File: config.mk
export PLATFORM = sky130hd
export DESIGN_NAME = i2cm_regfile
export DESIGN_NICKNAME = d
export VERILOG_FILES = /design/src/rtl/i2cm_regfile_pkg.sv /design/src/rtl/i2cm_low_enc.sv /design/src/rtl/i2cm_irq_core.sv /design/src/rtl/i2cm_cfg_bank.sv /design/src/rtl/i2cm_regfile.sv
export SDC_FILE = /design/constraint.sdc
export NUM_CORES = 1
export LEC_CHECK = 0
export ABC_AREA = 1
export CAP_MARGIN = 20
export CORE_MARGIN = 10
export CORE_UTILIZATION = 51
export DETAILED_ROUTE_END_ITERATION = 10
export GPL_TIMING_DRIVEN = 0
export PLACE_DENSITY = 0.82
export SLEW_MARGIN = 5
export SYNTH_ARGS = -nofsm -noshare
export SYNTH_HDL_FRONTEND = slang
export SYNTH_HIERARCHICAL = 1
export SYNTH_SLANG_ARGS = --single-unit
File: constraint.sdc
create_clock -name clk -period 2.3 [get_ports clk]
set_clock_uncertainty 0.1 [all_clocks]
set_input_delay 0.46 -clock clk [delete_from_list [all_inputs] [get_ports clk]]
set_output_delay 0.46 -clock clk [all_outputs]
set_load 0.1 [all_outputs]
File: src/rtl/i2cm_regfile_pkg.sv
package i2cm_regfile_pkg;

  localparam int REG_W = 16;

  // register byte offsets
  localparam logic [7:0] OFF_REV  = 8'h00;
  localparam logic [7:0] OFF_IE   = 8'h04;
  localparam logic [7:0] OFF_STAT = 8'h08;
  localparam logic [7:0] OFF_VEC  = 8'h0C;
  localparam logic [7:0] OFF_SYSS = 8'h10;
  localparam logic [7:0] OFF_DMA  = 8'h14;
  localparam logic [7:0] OFF_CNT  = 8'h18;
  localparam logic [7:0] OFF_DATA = 8'h1C;
  localparam logic [7:0] OFF_SYSC = 8'h20;
  localparam logic [7:0] OFF_CTRL = 8'h24;
  localparam logic [7:0] OFF_OWN  = 8'h28;
  localparam logic [7:0] OFF_TGT  = 8'h2C;
  localparam logic [7:0] OFF_PSC  = 8'h30;
  localparam logic [7:0] OFF_SCLL = 8'h34;
  localparam logic [7:0] OFF_SCLH = 8'h38;
  localparam logic [7:0] OFF_TEST = 8'h3C;

  // revision at which the newer register behaviour begins
  localparam logic [15:0] REV_SPLIT = 16'h0034;

  localparam logic [REG_W-1:0] STAT_KEEP = 16'h8C3F;
  localparam logic [REG_W-1:0] DMA_KEEP  = 16'h8080;
  localparam logic [REG_W-1:0] TEST_KEEP = 16'hF80F;
  localparam logic [REG_W-1:0] TEST_FLIP = 16'h000A;
  localparam logic [REG_W-1:0] SBB_FILL  = 16'h003F;

  localparam int B_RRDY   = 3;
  localparam int B_XRDY   = 4;
  localparam int B_BUSY   = 12;
  localparam int B_RXDMA  = 15;
  localparam int B_TXDMA  = 7;
  localparam int B_ENABLE = 15;
  localparam int B_TSTEN  = 15;
  localparam int B_FILL   = 11;

  // plain storage registers
  localparam int CFG_N    = 7;
  localparam int CFG_CTRL = 0;
  localparam int CFG_OWN  = 1;
  localparam int CFG_TGT  = 2;
  localparam int CFG_CNT  = 3;
  localparam int CFG_PSC  = 4;
  localparam int CFG_SCLL = 5;
  localparam int CFG_SCLH = 6;

  function automatic logic [7:0] cfg_off(input int idx);
    case (idx)
      CFG_CTRL: cfg_off = OFF_CTRL;
      CFG_OWN:  cfg_off = OFF_OWN;
      CFG_TGT:  cfg_off = OFF_TGT;
      CFG_CNT:  cfg_off = OFF_CNT;
      CFG_PSC:  cfg_off = OFF_PSC;
      CFG_SCLL: cfg_off = OFF_SCLL;
      default:  cfg_off = OFF_SCLH;
    endcase
  endfunction

  function automatic logic [REG_W-1:0] cfg_keep(input int idx);
    case (idx)
      CFG_CTRL:         cfg_keep = 16'hCF87;
      CFG_OWN, CFG_TGT: cfg_keep = 16'h03FF;
      default:          cfg_keep = 16'hFFFF;
    endcase
  endfunction

endpackage

File: src/rtl/i2cm_low_enc.sv
module i2cm_low_enc #(
  parameter int N  = 6,
  parameter int IW = 3
) (
  input  logic [N-1:0]  req,
  output logic          hit,
  output logic [N-1:0]  first,
  output logic [IW-1:0] idx
);

  // lowest set bit wins
  always_comb begin
    hit   = 1'b0;
    first = '0;
    idx   = '0;
    for (int i = 0; i < N; i++) begin
      if (req[i] && !hit) begin
        hit      = 1'b1;
        first[i] = 1'b1;
        idx      = IW'(i);
      end
    end
  end

endmodule

File: src/rtl/i2cm_irq_core.sv
module i2cm_irq_core
  import i2cm_regfile_pkg::*;
#(
  parameter bit NEW_REV = 1'b1,
  parameter int IE_W    = 6,
  parameter int IW      = 3
) (
  input  logic             clk,
  input  logic             rst,
  input  logic             ie_we,
  input  logic             dma_we,
  input  logic             stat_we,
  input  logic             vec_rd,
  input  logic             fill_set,
  input  logic [REG_W-1:0] wdata,
  input  logic [REG_W-1:0] seq_set,
  input  logic [REG_W-1:0] seq_clr,
  output logic [REG_W-1:0] ie_q,
  output logic [REG_W-1:0] dma_q,
  output logic [REG_W-1:0] stat_q,
  output logic [IW-1:0]    vec_idx,
  output logic             irq_o,
  output logic             dma_rx_o,
  output logic             dma_tx_o
);

  localparam logic [REG_W-1:0] IE_KEEP = REG_W'((1 << IE_W) - 1);

  logic [IE_W-1:0]  pend;
  logic [IE_W-1:0]  first;
  logic             hit;
  logic [REG_W-1:0] first_w;
  logic [REG_W-1:0] ie_d, dma_d, stat_d, clr_all, set_all;

  assign pend    = stat_q[IE_W-1:0] & ie_q[IE_W-1:0];
  assign first_w = REG_W'(first);

  i2cm_low_enc #(.N(IE_W), .IW(IW)) u_enc (
    .req  (pend),
    .hit  (hit),
    .first(first),
    .idx  (vec_idx)
  );

  always_comb begin
    ie_d  = ie_q;
    dma_d = dma_q;
    if (ie_we) ie_d = wdata & IE_KEEP;
    if (dma_we) begin
      dma_d = wdata & DMA_KEEP;
      if (wdata[B_RXDMA]) ie_d[B_RRDY] = 1'b0;
      if (wdata[B_TXDMA]) ie_d[B_XRDY] = 1'b0;
    end
    clr_all = seq_clr;
    if (stat_we) clr_all = clr_all | wdata;
    if (vec_rd && hit) clr_all = clr_all | first_w;
    set_all = seq_set;
    if (fill_set) set_all = set_all | SBB_FILL;
    stat_d = ((stat_q & ~clr_all) | set_all) & STAT_KEEP;
  end

  always_ff @(posedge clk) begin
    if (rst) begin
      ie_q     <= '0;
      dma_q    <= '0;
      stat_q   <= '0;
      irq_o    <= 1'b0;
      dma_rx_o <= 1'b0;
      dma_tx_o <= 1'b0;
    end else begin
      ie_q     <= ie_d;
      dma_q    <= dma_d;
      stat_q   <= stat_d;
      irq_o    <= |(stat_d & ie_d);
      dma_rx_o <= dma_d[B_RXDMA] & stat_d[B_RRDY];
      dma_tx_o <= dma_d[B_TXDMA] & stat_d[B_XRDY];
    end
  end

  p_irq_level_r3: assert property (@(posedge clk) disable iff (rst)
    irq_o == (|(stat_q & ie_q)));

  p_rx_follow_r5: assert property (@(posedge clk) disable iff (rst)
    dma_rx_o == (dma_q[B_RXDMA] && stat_q[B_RRDY]));

  p_tx_follow_r5: assert property (@(posedge clk) disable iff (rst)
    dma_tx_o == (dma_q[B_TXDMA] && stat_q[B_XRDY]));

  p_set_wins_r6: assert property (@(posedge clk) disable iff (rst)
    (|(seq_set & STAT_KEEP)) |=>
      ((stat_q & $past(seq_set & STAT_KEEP)) == $past(seq_set & STAT_KEEP)));

  p_dma_drops_ie_r4: assert property (@(posedge clk) disable iff (rst)
    (dma_we && wdata[B_RXDMA]) |=> !ie_q[B_RRDY]);

  p_vec_ack_r10: assert property (@(posedge clk) disable iff (rst)
    (vec_rd && hit && !(|(seq_set & first_w)) && !fill_set) |=>
      !(|(stat_q & $past(first_w))));

endmodule

File: src/rtl/i2cm_cfg_bank.sv
module i2cm_cfg_bank
  import i2cm_regfile_pkg::*;
#(
  parameter int ADDR_W = 6
) (
  input  logic                        clk,
  input  logic                        rst,
  input  logic                        wr,
  input  logic                        rd,
  input  logic [ADDR_W-1:0]           addr,
  input  logic [REG_W-1:0]            wdata,
  output logic [CFG_N-1:0][REG_W-1:0] cfg_q,
  output logic [REG_W-1:0]            test_q,
  output logic [REG_W-1:0]            test_rd
);

  for (genvar i = 0; i < CFG_N; i++) begin : g_cfg
    localparam logic [ADDR_W-1:0] MY_OFF  = ADDR_W'(cfg_off(i));
    localparam logic [REG_W-1:0]  MY_KEEP = cfg_keep(i);
    logic [REG_W-1:0] val_q;
    always_ff @(posedge clk) begin
      if (rst) val_q <= '0;
      else if (wr && addr == MY_OFF) val_q <= wdata & MY_KEEP;
    end
    assign cfg_q[i] = val_q;
  end

  logic tst_hit;
  assign tst_hit = (addr == ADDR_W'(OFF_TEST));

  always_ff @(posedge clk) begin
    if (rst) test_q <= '0;
    else if (wr && tst_hit) test_q <= wdata & TEST_KEEP;
    else if (rd && tst_hit && test_q[B_TSTEN]) test_q <= test_q ^ TEST_FLIP;
  end

  assign test_rd = test_q[B_TSTEN] ? (test_q ^ TEST_FLIP) : test_q;

  p_test_toggle_r11: assert property (@(posedge clk) disable iff (rst)
    (rd && !wr && tst_hit && test_q[B_TSTEN]) |=>
      (test_q == ($past(test_q) ^ TEST_FLIP)));

  p_test_still_r11: assert property (@(posedge clk) disable iff (rst)
    (!wr && !(rd && test_q[B_TSTEN])) |=> $stable(test_q));

endmodule

File: src/rtl/i2cm_regfile.sv
module i2cm_regfile
  import i2cm_regfile_pkg::*;
#(
  parameter int          ADDR_W = 6,
  parameter logic [15:0] REV_ID = 16'h0034
) (
  input  logic              clk,
  input  logic              rst,
  input  logic              reg_wr,
  input  logic              reg_rd,
  input  logic [ADDR_W-1:0] reg_addr,
  input  logic [15:0]       reg_wdata,
  output logic [15:0]       reg_rdata,
  input  logic [15:0]       seq_set,
  input  logic [15:0]       seq_clr,
  input  logic              bus_busy,
  output logic              irq,
  output logic              dma_rx_req,
  output logic              dma_tx_req,
  output logic [15:0]       ctrl_out,
  output logic [15:0]       own_addr,
  output logic [15:0]       tgt_addr,
  output logic [15:0]       xfer_count,
  output logic [15:0]       prescale,
  output logic [15:0]       scl_low,
  output logic [15:0]       scl_high
);

  localparam bit NEW_REV = (REV_ID >= REV_SPLIT);
  localparam int IE_W    = NEW_REV ? 6 : 5;
  localparam int IW      = $clog2(IE_W);

  logic [CFG_N-1:0][REG_W-1:0] cfg_q;
  logic [REG_W-1:0] test_q, test_rd;
  logic [REG_W-1:0] ie_q, dma_q, stat_q;
  logic [IW-1:0]    vec_idx;
  logic [REG_W-1:0] rd_mux;

  logic at_ie, at_stat, at_vec, at_dma, at_test;
  assign at_ie   = (reg_addr == ADDR_W'(OFF_IE));
  assign at_stat = (reg_addr == ADDR_W'(OFF_STAT));
  assign at_vec  = (reg_addr == ADDR_W'(OFF_VEC));
  assign at_dma  = (reg_addr == ADDR_W'(OFF_DMA));
  assign at_test = (reg_addr == ADDR_W'(OFF_TEST));

  i2cm_irq_core #(.NEW_REV(NEW_REV), .IE_W(IE_W), .IW(IW)) u_irq (
    .clk     (clk),
    .rst     (rst),
    .ie_we   (reg_wr && at_ie),
    .dma_we  (reg_wr && at_dma),
    .stat_we (NEW_REV && reg_wr && at_stat),
    .vec_rd  (!NEW_REV && reg_rd && at_vec),
    .fill_set(NEW_REV && reg_wr && at_test && reg_wdata[B_FILL]),
    .wdata   (reg_wdata),
    .seq_set (seq_set),
    .seq_clr (seq_clr),
    .ie_q    (ie_q),
    .dma_q   (dma_q),
    .stat_q  (stat_q),
    .vec_idx (vec_idx),
    .irq_o   (irq),
    .dma_rx_o(dma_rx_req),
    .dma_tx_o(dma_tx_req)
  );

  i2cm_cfg_bank #(.ADDR_W(ADDR_W)) u_cfg (
    .clk    (clk),
    .rst    (rst),
    .wr     (reg_wr),
    .rd     (reg_rd),
    .addr   (reg_addr),
    .wdata  (reg_wdata),
    .cfg_q  (cfg_q),
    .test_q (test_q),
    .test_rd(test_rd)
  );

  always_comb begin
    rd_mux = '0;
    if (reg_addr == ADDR_W'(OFF_REV))  rd_mux = REV_ID;
    if (at_ie)                         rd_mux = ie_q;
    if (at_stat) begin
      rd_mux         = stat_q;
      rd_mux[B_BUSY] = bus_busy;
    end
    if (at_vec && !NEW_REV)            rd_mux = REG_W'(vec_idx);
    if (reg_addr == ADDR_W'(OFF_SYSS)) rd_mux = REG_W'(cfg_q[CFG_CTRL][B_ENABLE]);
    if (at_dma)                        rd_mux = dma_q;
    if (at_test)                       rd_mux = test_rd;
    for (int i = 0; i < CFG_N; i++) begin
      if (reg_addr == ADDR_W'(cfg_off(i))) rd_mux = cfg_q[i];
    end
  end

  always_ff @(posedge clk) begin
    if (rst) reg_rdata <= '0;
    else if (reg_rd) reg_rdata <= rd_mux;
  end

  assign ctrl_out   = cfg_q[CFG_CTRL];
  assign own_addr   = cfg_q[CFG_OWN];
  assign tgt_addr   = cfg_q[CFG_TGT];
  assign xfer_count = cfg_q[CFG_CNT];
  assign prescale   = cfg_q[CFG_PSC];
  assign scl_low    = cfg_q[CFG_SCLL];
  assign scl_high   = cfg_q[CFG_SCLH];

  p_rdata_hold_r13: assert property (@(posedge clk) disable iff (rst)
    !reg_rd |=> $stable(reg_rdata));

  p_rev_read_r9: assert property (@(posedge clk) disable iff (rst)
    (reg_rd && reg_addr == ADDR_W'(OFF_REV)) |=> (reg_rdata == REV_ID));

  p_busy_bit_r6: assert property (@(posedge clk) disable iff (rst)
    (reg_rd && at_stat) |=> (reg_rdata[B_BUSY] == $past(bus_busy)));

endmodule

==> results.json, run 1 <==
{
  "clkLatencyLatePin_ps": 420,
  "cts.clk_slew.worst_paths_ps": 60,
  "cts_root_buffer": "clkbuf_16",
  "die_width_um": 145,
  "p_leak_nw": 5.26,
  "slew_viol_final": 0,
  "drc": 0,
  "grt_start_max_net_pins": 17,
  "crit_arrival_ps": 1730,
  "slew_headroom_pct": 30.5,
  "placeableCoreArea_sq_um": 15200,
  "cp_num_buf_inv": 1,
  "grt_pass1_vias": 8033,
  "dpl.cell_count": 1588,
  "seqPwrFrac_pct": 42.0,
  "cp_cell_sequence": "dlygate4sd2_1",
  "via_count": 8587,
  "numCtsBuffers": 17,
  "critical_path.endpoint_type": "output port",
  "detail_route.iter0.violations": 1097,
  "ir_drop_mv": 0.479,
  "pin_count": 190,
  "initial_core_util_pct": 52.1,
  "wire_per_inst_um": 17.9,
  "clock_tree.buffer_depth": 2,
  "antenna_found_initial": 0,
  "setup_viol": 0,
  "cp_max_fo": 3,
  "drive_gt1_share_pct": 14.6,
  "cts_tree": "yes",
  "avgSynthCellArea_sq_um": 6.66,
  "crit_path_top_delay_cell": "dlygate4sd2_1",
  "fin_setup_tns_ps": 0,
  "area_growth_pct": 31.0,
  "period_share_pct": 99.8,
  "numPortBuffers": 157,
  "required_ps": 1740,
  "final_common_cell": "nor2_1",
  "drt-pass1-iter-count": 6,
  "pwr-share-clk_pct": 44.4,
  "rsz0062_at_grt": "false",
  "syn_inst": 1188,
  "status": "completed",
  "grt-busiest-layer": "met2",
  "p_switching_mw": 1.73,
  "gp_congestion": 0.955,
  "start_kind": "register",
  "worstSetupPathType": "register to output port",
  "post-route-min-period_ps": 2290,
  "hp-class": "register to register",
  "die_h_um": 145,
  "track_usage_pct": 27.5,
  "gr-usage-met2_pct": 43.7,
  "powerDensity_nw_per_um2": 577,
  "grt_pass1_wl_um": 44100,
  "final_nets": 1479,
  "die-area_sq_um": 20900,
  "critPathMaxStageDelay_ps": 920,
  "crit_family": "buffers and inverters",
  "cap_violations": 0,
  "drt-total-wl_um": 29000,
  "switching_share_pct": 28.9,
  "p_int_mw": 4.26,
  "combinationalPowerShare_pct": 13.6,
  "finalNonFillerCells": 1621,
  "met1_usage_pct": 35.1,
  "hpwl_um": 22000,
  "postCtsHoldBufs": 0,
  "maxClockFrequency_mhz": 436,
  "yosysWarnings": 6,
  "synthesis.area_sq_um": 7920,
  "cts_num_sinks": 142,
  "ant_nets": 0,
  "hold_viol_final": 0,
  "rows": 45,
  "tightestPinTransition_ps": 1050,
  "met3_usage_pct": 8.04,
  "vias_per_cell": 5.30,
  "num_antenna_cells": 0,
  "gr-total-overflow": 0,
  "final_cell_mix": "250 x nor2_1, 225 x nand2_1, 142 x dfxtp_1",
  "cts-htree-levels": 4
}
==> tightest hold or removal path: stages (launching register included) <==
cell and delay (ps):
dfxtp_1 310, inv_1 70, nor3_1 40
==> flip-flops by register name (all words and copies together) (netlist names) <==
name,count
u_cfg/g_cfg.val_q,94
reg_rdata,16
u_cfg/test_q,9
u_irq/ie_q,9
u_irq/stat_q,9
u_irq/dma_q,2
u_irq/dma_rx_o,1
u_irq/dma_tx_o,1
u_irq/irq_o,1
==> metal layers <==
metal	vias to the layer above	share of wire [%]
li1	4107	-
met5	-	0
met3	64	13
met4	0	2.3
met1	3881	40
met2	535	45
==> area by class of cell <==
cell class,instances,area (sq um)
Multi-Input combinational cell,873,4080
Tap cell,188,235
Sequential cell,142,2840
Inverter,120,465
Clock buffer,20,457
Fill cell,1391,4830
Timing Repair Buffer,158,1420
Buffer,108,764
Clock inverter,12,111
==> power by group through the flow <==
| stage | combinational [mW] | sequential [mW] | clock [mW] |
|---|---|---|---|
| finish | 0.815 | 2.51 | 2.66 |
| global route | 0.859 | 2.52 | 2.77 |
| CTS | 0.793 | 2.51 | 2.67 |
| detailed placement | 0.802 | 2.57 | 0 |
| global placement | 0.797 | 2.57 | 0 |
| floorplan | 0.424 | 2.69 | 0 |
==> what timing repair did <==
| action | CTS | global route |
|---|---|---|
| setup endpoints to repair | 146 | 25 |
| pin swaps | 2 | 1 |
| setup buffers | 1 | 0 |
| gates resized for setup | 129 | 18 |
==> stage by stage <==
step           hold WS, ps  setup WS (ps)  power [mW]  util, %  instance area (sq um)
3_3_place_gp           348           -821        3.36     65.3                   9930
4_1_cts                363           5.25        5.97     68.3                  10400
2_1_floorplan          330            308        3.11        -                   8120
3_5_place_dp           352           -830        3.37     65.3                   9930
6_report               360           5.26        5.99     68.2                  10400
5_1_grt                380          0.118        6.15     68.2                  10400
==> path summary, 6_finish.rpt <==
kind,from,cells past startpoint,end,slack (ps)
min,u_irq/ie_q[11],2,u_irq/ie_q[11],360
max,u_cfg/g_cfg[2].val_q[1],1,tgt_addr[1],5
max reg2reg,u_cfg/test_q[15],7,reg_rdata[3],700
min reg2reg,u_irq/ie_q[11],2,u_irq/ie_q[11],360
Note: power is estimated with default switching activity, not from simulation.
==> run 2, diff against run 1 <==
Settings changed: CELL_PAD_IN_SITES_DETAIL_PLACEMENT from default to 0, CELL_PAD_IN_SITES_GLOBAL_PLACEMENT from default to 1, CORE_MARGIN 10 to 2, CORE_UTILIZATION 51 to 35, PLACE_DENSITY 0.82 to 0.83.
==> run 2 against run 1 <==
  * Maximum frequency is 0.96% higher
  * Sequential share of layout area down 0.54 points
  * Highest routed layer unchanged
  * Critical endpoint is now tgt_addr[5]
  * Count of clock-buffer cells in the layout fell by 3
  * Worst hold slack gained 1.8 ps
  * Register-to-register slack worse by 100 ps
  * Total power up 2.3%
  * First-iteration DRC count shrank 47%
  * Global-route usage shrank 3.7 points
==> results.json, run 2 (synthesized netlist as in run 1, its figures left out) <==
{
  "cp_num_buf_inv": 1,
  "gp_congestion": 0.860,
  "pwr-share-clk_pct": 45.9,
  "drc": 0,
  "wire_per_inst_um": 16.4,
  "gr-total-overflow": 0,
  "maxClockFrequency_mhz": 440,
  "crit_family": "buffers and inverters",
  "min_from": "u_irq/ie_q[10]",
  "top_regs": "u_cfg/g_cfg.val_q (94), reg_rdata (16)",
  "cts_num_sinks": 142,
  "cts-htree-levels": 4,
  "p_switching_mw": 1.94,
  "regMostFlops": "u_cfg/g_cfg.val_q",
  "setup_viol": 0,
  "hp-class": "register to register",
  "status": "completed",
  "crit_path_top_delay_cell": "clkdlybuf4s15_1",
  "area_growth_pct": 33.6,
  "die_h_um": 154,
  "powerDensity_nw_per_um2": 579,
  "grt_pass1_vias": 7523,
  "ir_drop_mv": 0.485,
  "critical_path.endpoint_type": "output port",
  "initial_core_util_pct": 35.3,
  "worstRegToRegCells": 9,
  "utilization_pct": 47.1,
  "clock_tree.buffer_depth": 2,
  "cap_violations": 0,
  "cts.clk_slew.worst_paths_ps": 70,
  "grt_start_max_net_pins": 19,
  "largest_reg_flops": 94,
  "reg2reg_from": "u_cfg/test_q[15]",
  "die-area_sq_um": 23800,
  "design_area_sq_um": 10600,
  "numCtsBuffers": 17,
  "grt_pass1_wl_um": 43300,
  "rsz0062_at_grt": "false",
  "cp_cell_sequence": "clkdlybuf4s15_1",
  "combinationalPowerShare_pct": 13.1,
  "critPathMaxStageDelay_ps": 850,
  "seqPwrFrac_pct": 41.0,
  "period_share_pct": 98.8,
  "vias_per_cell": 4.66,
  "track_usage_pct": 23.8,
  "switching_share_pct": 31.7,
  "required_ps": 1740,
  "clkLatencyLatePin_ps": 440,
  "die_width_um": 154,
  "slew_viol_final": 0,
  "final_nets": 1480,
  "cts_root_buffer": "clkbuf_16",
  "crit_arrival_ps": 1710,
  "final_common_cell": "nor2_1",
  "multiInputGateArea_sq_um": 4080,
  "hold_viol_final": 0,
  "drt-pass1-iter-count": 5,
  "ant_nets": 0,
  "placeableCoreArea_sq_um": 22400,
  "cp_max_fo": 3,
  "final_cell_mix": "249 x nor2_1, 225 x nand2_1, 142 x dfxtp_1",
  "drive_gt1_share_pct": 14.9,
  "num_antenna_cells": 0,
  "placedInstanceArea_sq_um": 10100,
  "numPortBuffers": 157,
  "hold_slack_ps": 362,
  "cp.depth": 1,
  "antenna_found_initial": 0,
  "cts_tree": "yes",
  "min_path_cells": 2,
  "p_int_mw": 4.19,
  "hpwl_um": 22000,
  "regArea_sq_um": 2840,
  "p_leak_nw": 5.23,
  "drt-total-wl_um": 28200,
  "r2r_slack_ps": 600,
  "postCtsHoldBufs": 0,
  "n_fill_cell": 2330,
  "worstSetupPathType": "register to output port",
  "holdPathEnd": "u_irq/ie_q[10]",
  "pin_count": 190,
  "post-route-min-period_ps": 2270,
  "tightestPinTransition_ps": 1040,
  "via_count": 8008,
  "rows": 55,
  "start_kind": "register",
  "slew_headroom_pct": 30.6,
  "reg2reg_to": "reg_rdata[1]",
  "detail_route.iter0.violations": 578
}
==> run 2: cell count changes in the layout (fill, tap and decap cells not counted), moves of 2 or more <==
cell             delta
clkinv_2            -3
clkinvlp_4          -2
clkinv_8            +7
clkbuf_8            -2
clkdlybuf4s15_1    +17
dlygate4sd2_1      -20
inv_8               +4
==> run 2: area by class of cell <==
type	instances	area share [%]
clock inverters	15	1.82
inverters	120	4.40
clock buffers	17	4.02
well taps	285	3.37
plain buffers	108	7.21
repair buffers	159	13.7
flip-flops and latches	142	26.9
multi-input cells	873	38.6
==> run 2: worst max path at each step <==
stage	from	end	slack (ps)
2_1_floorplan	reg_addr[5]	u_irq/irq_o	310
3_3_place_gp	reg_addr[5]	u_irq/irq_o	-940
3_5_place_dp	reg_addr[5]	u_irq/irq_o	-950
4_1_cts	u_cfg/g_cfg[2].val_q[2]	tgt_addr[2]	0.1
5_1_grt	u_cfg/g_cfg[4].val_q[2]	prescale[2]	0.001
6_report	u_cfg/g_cfg[2].val_q[5]	tgt_addr[5]	30
==> run 2: per-stage QoR <==
| stage | total power [mW] | std cells | setup slack, ps | setup TNS (ps) |
|---|---|---|---|---|
| 6_report | 6.12 | 1719 | 27.0 | 0 |
| 2_1_floorplan | 3.11 | 1243 | 308 | 0 |
| 4_1_cts | 6.15 | 1718 | 0.112 | 0 |
| 3_3_place_gp | 3.37 | 1685 | -936 | -32000 |
| 5_1_grt | 6.34 | 1719 | 0.000999 | 0 |
| 3_5_place_dp | 3.37 | 1685 | -947 | -35580 |
==> run 2: power by group through the flow <==
stage          clock network [mW]  logic (mW)  registers [mW]
6_report                     2.81       0.804            2.51
3_5_place_dp                    0       0.803            2.57
4_1_cts                      2.85       0.794            2.51
5_1_grt                      2.97       0.857            2.52
2_1_floorplan                   0       0.424            2.69
3_3_place_gp                    0       0.801            2.57
==> run 2: worst register-to-register path: stages, from the launching register on <==
cell and delay (ps):
dfxtp_1 470, xor2_1 110, inv_1 60, nor2_1 40
nor2_1 210, nand4_1 150, o21ai_1 190, nand3_1 120
nand2_1 90, a21oi_1 60
==> run 2: repair_timing <==
action	CTS	global route
buffers inserted	1	1
setup endpoints to repair	145	47
gates resized for setup	129	40
pin swaps	2	2
==> run 2: routing by layer <==
layer | global-route usage (%) | wire [um] | vias up
met5 | 0 | 0 | -
met4 | 7.50 | 704 | 0
met3 | 6.28 | 2300 | 46
met2 | 39.5 | 12900 | 257
met1 | 30.2 | 12300 | 3585
li1 | - | - | 4120
==> run 3, diff against run 2 <==
Settings changed: SKIP_CTS_REPAIR_TIMING from default to 1.
==> run 3 against run 2 <==
  * Register-to-register slack got worse by 30 ps
  * Sequential power barely moved
  * Clock power hardly changed
  * Critical path depth unchanged
  * Global-route usage is 0.10 points higher
  * Worst hold slack lost 5.2 ps
  * Total power about the same
  * Count of clock-buffer cells in the layout did not move
  * Final cell count stayed put
  * Die area did not move
  * Utilization up 1.8 points
  * Critical path type unchanged
  * Largest cell class unchanged
  * Largest power group unchanged
==> results.json, run 3 (synthesized netlist as in run 1, its figures left out) <==
{
  "drc": 0,
  "maxClockFrequency_mhz": 458,
  "placeableCoreArea_sq_um": 22400,
  "cts-htree-levels": 4,
  "cts_num_sinks": 142,
  "final_nets": 1480,
  "final_cell_mix": "251 x nor2_1, 225 x nand2_1, 142 x dfxtp_1",
  "antenna_found_initial": 0,
  "die-area_sq_um": 23800,
  "drt-total-wl_um": 28400,
  "critical_path.endpoint_type": "output port",
  "detail_route.iter0.violations": 588,
  "num_antenna_cells": 0,
  "gp_congestion": 0.860,
  "fin_setup_tns_ps": 0,
  "wire_per_inst_um": 16.5,
  "clock_tree.buffer_depth": 2,
  "p_leak_nw": 6.90,
  "track_usage_pct": 23.9,
  "numPortBuffers": 157,
  "start_kind": "register",
  "cp_max_fo": 3,
  "crit_path_top_delay_cell": "dlymetal6s2s_1",
  "required_ps": 1740,
  "clkLatencyLatePin_ps": 440,
  "tightestPinTransition_ps": 1060,
  "regMostFlops": "u_cfg/g_cfg.val_q",
  "area_growth_pct": 38.7,
  "ant_nets": 0,
  "pin_count": 190,
  "finalNonFillerCells": 1719,
  "multiInputGateArea_sq_um": 4070,
  "cp_cell_sequence": "dlymetal6s2s_1",
  "drt-pass1-iter-count": 5,
  "regArea_sq_um": 2840,
  "period_share_pct": 95.0,
  "setup_viol": 0,
  "grt_pass1_wl_um": 43500,
  "critPathMaxStageDelay_ps": 780,
  "slew_viol_final": 0,
  "dpl.cell_count": 1685,
  "hpwl_um": 22000,
  "n_fill_cell": 2273,
  "powerDensity_nw_per_um2": 558,
  "cap_violations": 0,
  "grt_start_max_net_pins": 19,
  "numCtsBuffers": 17,
  "via_count": 8039,
  "cts_tree": "yes",
  "drive_gt1_share_pct": 14.4,
  "hp-class": "register to register",
  "post-route-min-period_ps": 2180,
  "ir_drop_mv": 0.482,
  "initial_core_util_pct": 35.3,
  "crit_family": "buffers and inverters",
  "cts.clk_slew.worst_paths_ps": 70,
  "rsz0062_at_grt": "false",
  "largest_reg_flops": 94,
  "slew_headroom_pct": 29.3,
  "rows": 55,
  "design_area_sq_um": 11000,
  "final_common_cell": "nor2_1",
  "crit_arrival_ps": 1620,
  "die_width_um": 154,
  "die_h_um": 154,
  "worstSetupPathType": "register to output port",
  "grt_pass1_vias": 7593,
  "cp_num_buf_inv": 1,
  "status": "completed",
  "gr-total-overflow": 0,
  "vias_per_cell": 4.68,
  "top_regs": "u_cfg/g_cfg.val_q (94), reg_rdata (16)",
  "cts_root_buffer": "clkbuf_16",
  "hold_viol_final": 0,
  "placedInstanceArea_sq_um": 10100
}
-- run 3: cell count changes in the layout (fill, tap and decap cells not counted), sizes merged --
cell,delta
dlymetal6s2s,+115
clkbuf,-4
clkdlybuf4s15,-24
dlygate4sd2,-87
-- run 3: power breakdown --
group          internal [mW]  switching (mW)
clock                   1.48            1.32
sequential              2.49          0.0248
combinational          0.234           0.582
-- run 3: path summary, 6_finish.rpt --
path | from | endpoint | slack [ps] | cells after the start
setup / recovery | u_cfg/g_cfg[2].val_q[2] | tgt_addr[2] | 120 | 1
hold / removal | u_irq/ie_q[10] | u_irq/ie_q[10] | 360 | 2
setup reg to reg | u_cfg/test_q[15] | reg_rdata[1] | 570 | 9
hold reg to reg | u_irq/ie_q[10] | u_irq/ie_q[10] | 360 | 2
-- run 3: per-layer routing --
metal	vias to the layer above	track usage [%]	wire length, um
met3	47	6.42	2260
met2	239	39.4	13100
met4	0	7.50	682
li1	4122	-	-
met5	-	0	0
met1	3631	30.4	12300
-- run 3: stage by stage --
stage	hold WS [ps]	setup slack [ps]	power (mW)	utilization, %
after floorplan	330	308	3.11	-
after global placement	344	-936	3.37	44.8
after detailed placement	346	-947	3.37	44.8
after CTS	357	-500	6.16	47.6
after global routing	384	17.9	6.35	48.9
final	357	115	6.13	48.9
-- run 3: area by class of cell --
cell class / count / area share (%)
Timing Repair Buffer: 159 / 17.0
Buffer: 108 / 6.94
Inverter: 120 / 4.24
Clock inverter: 15 / 1.75
Tap cell: 285 / 3.25
Clock buffer: 17 / 3.87
Sequential cell: 142 / 25.9
Multi-Input combinational cell: 873 / 37.1
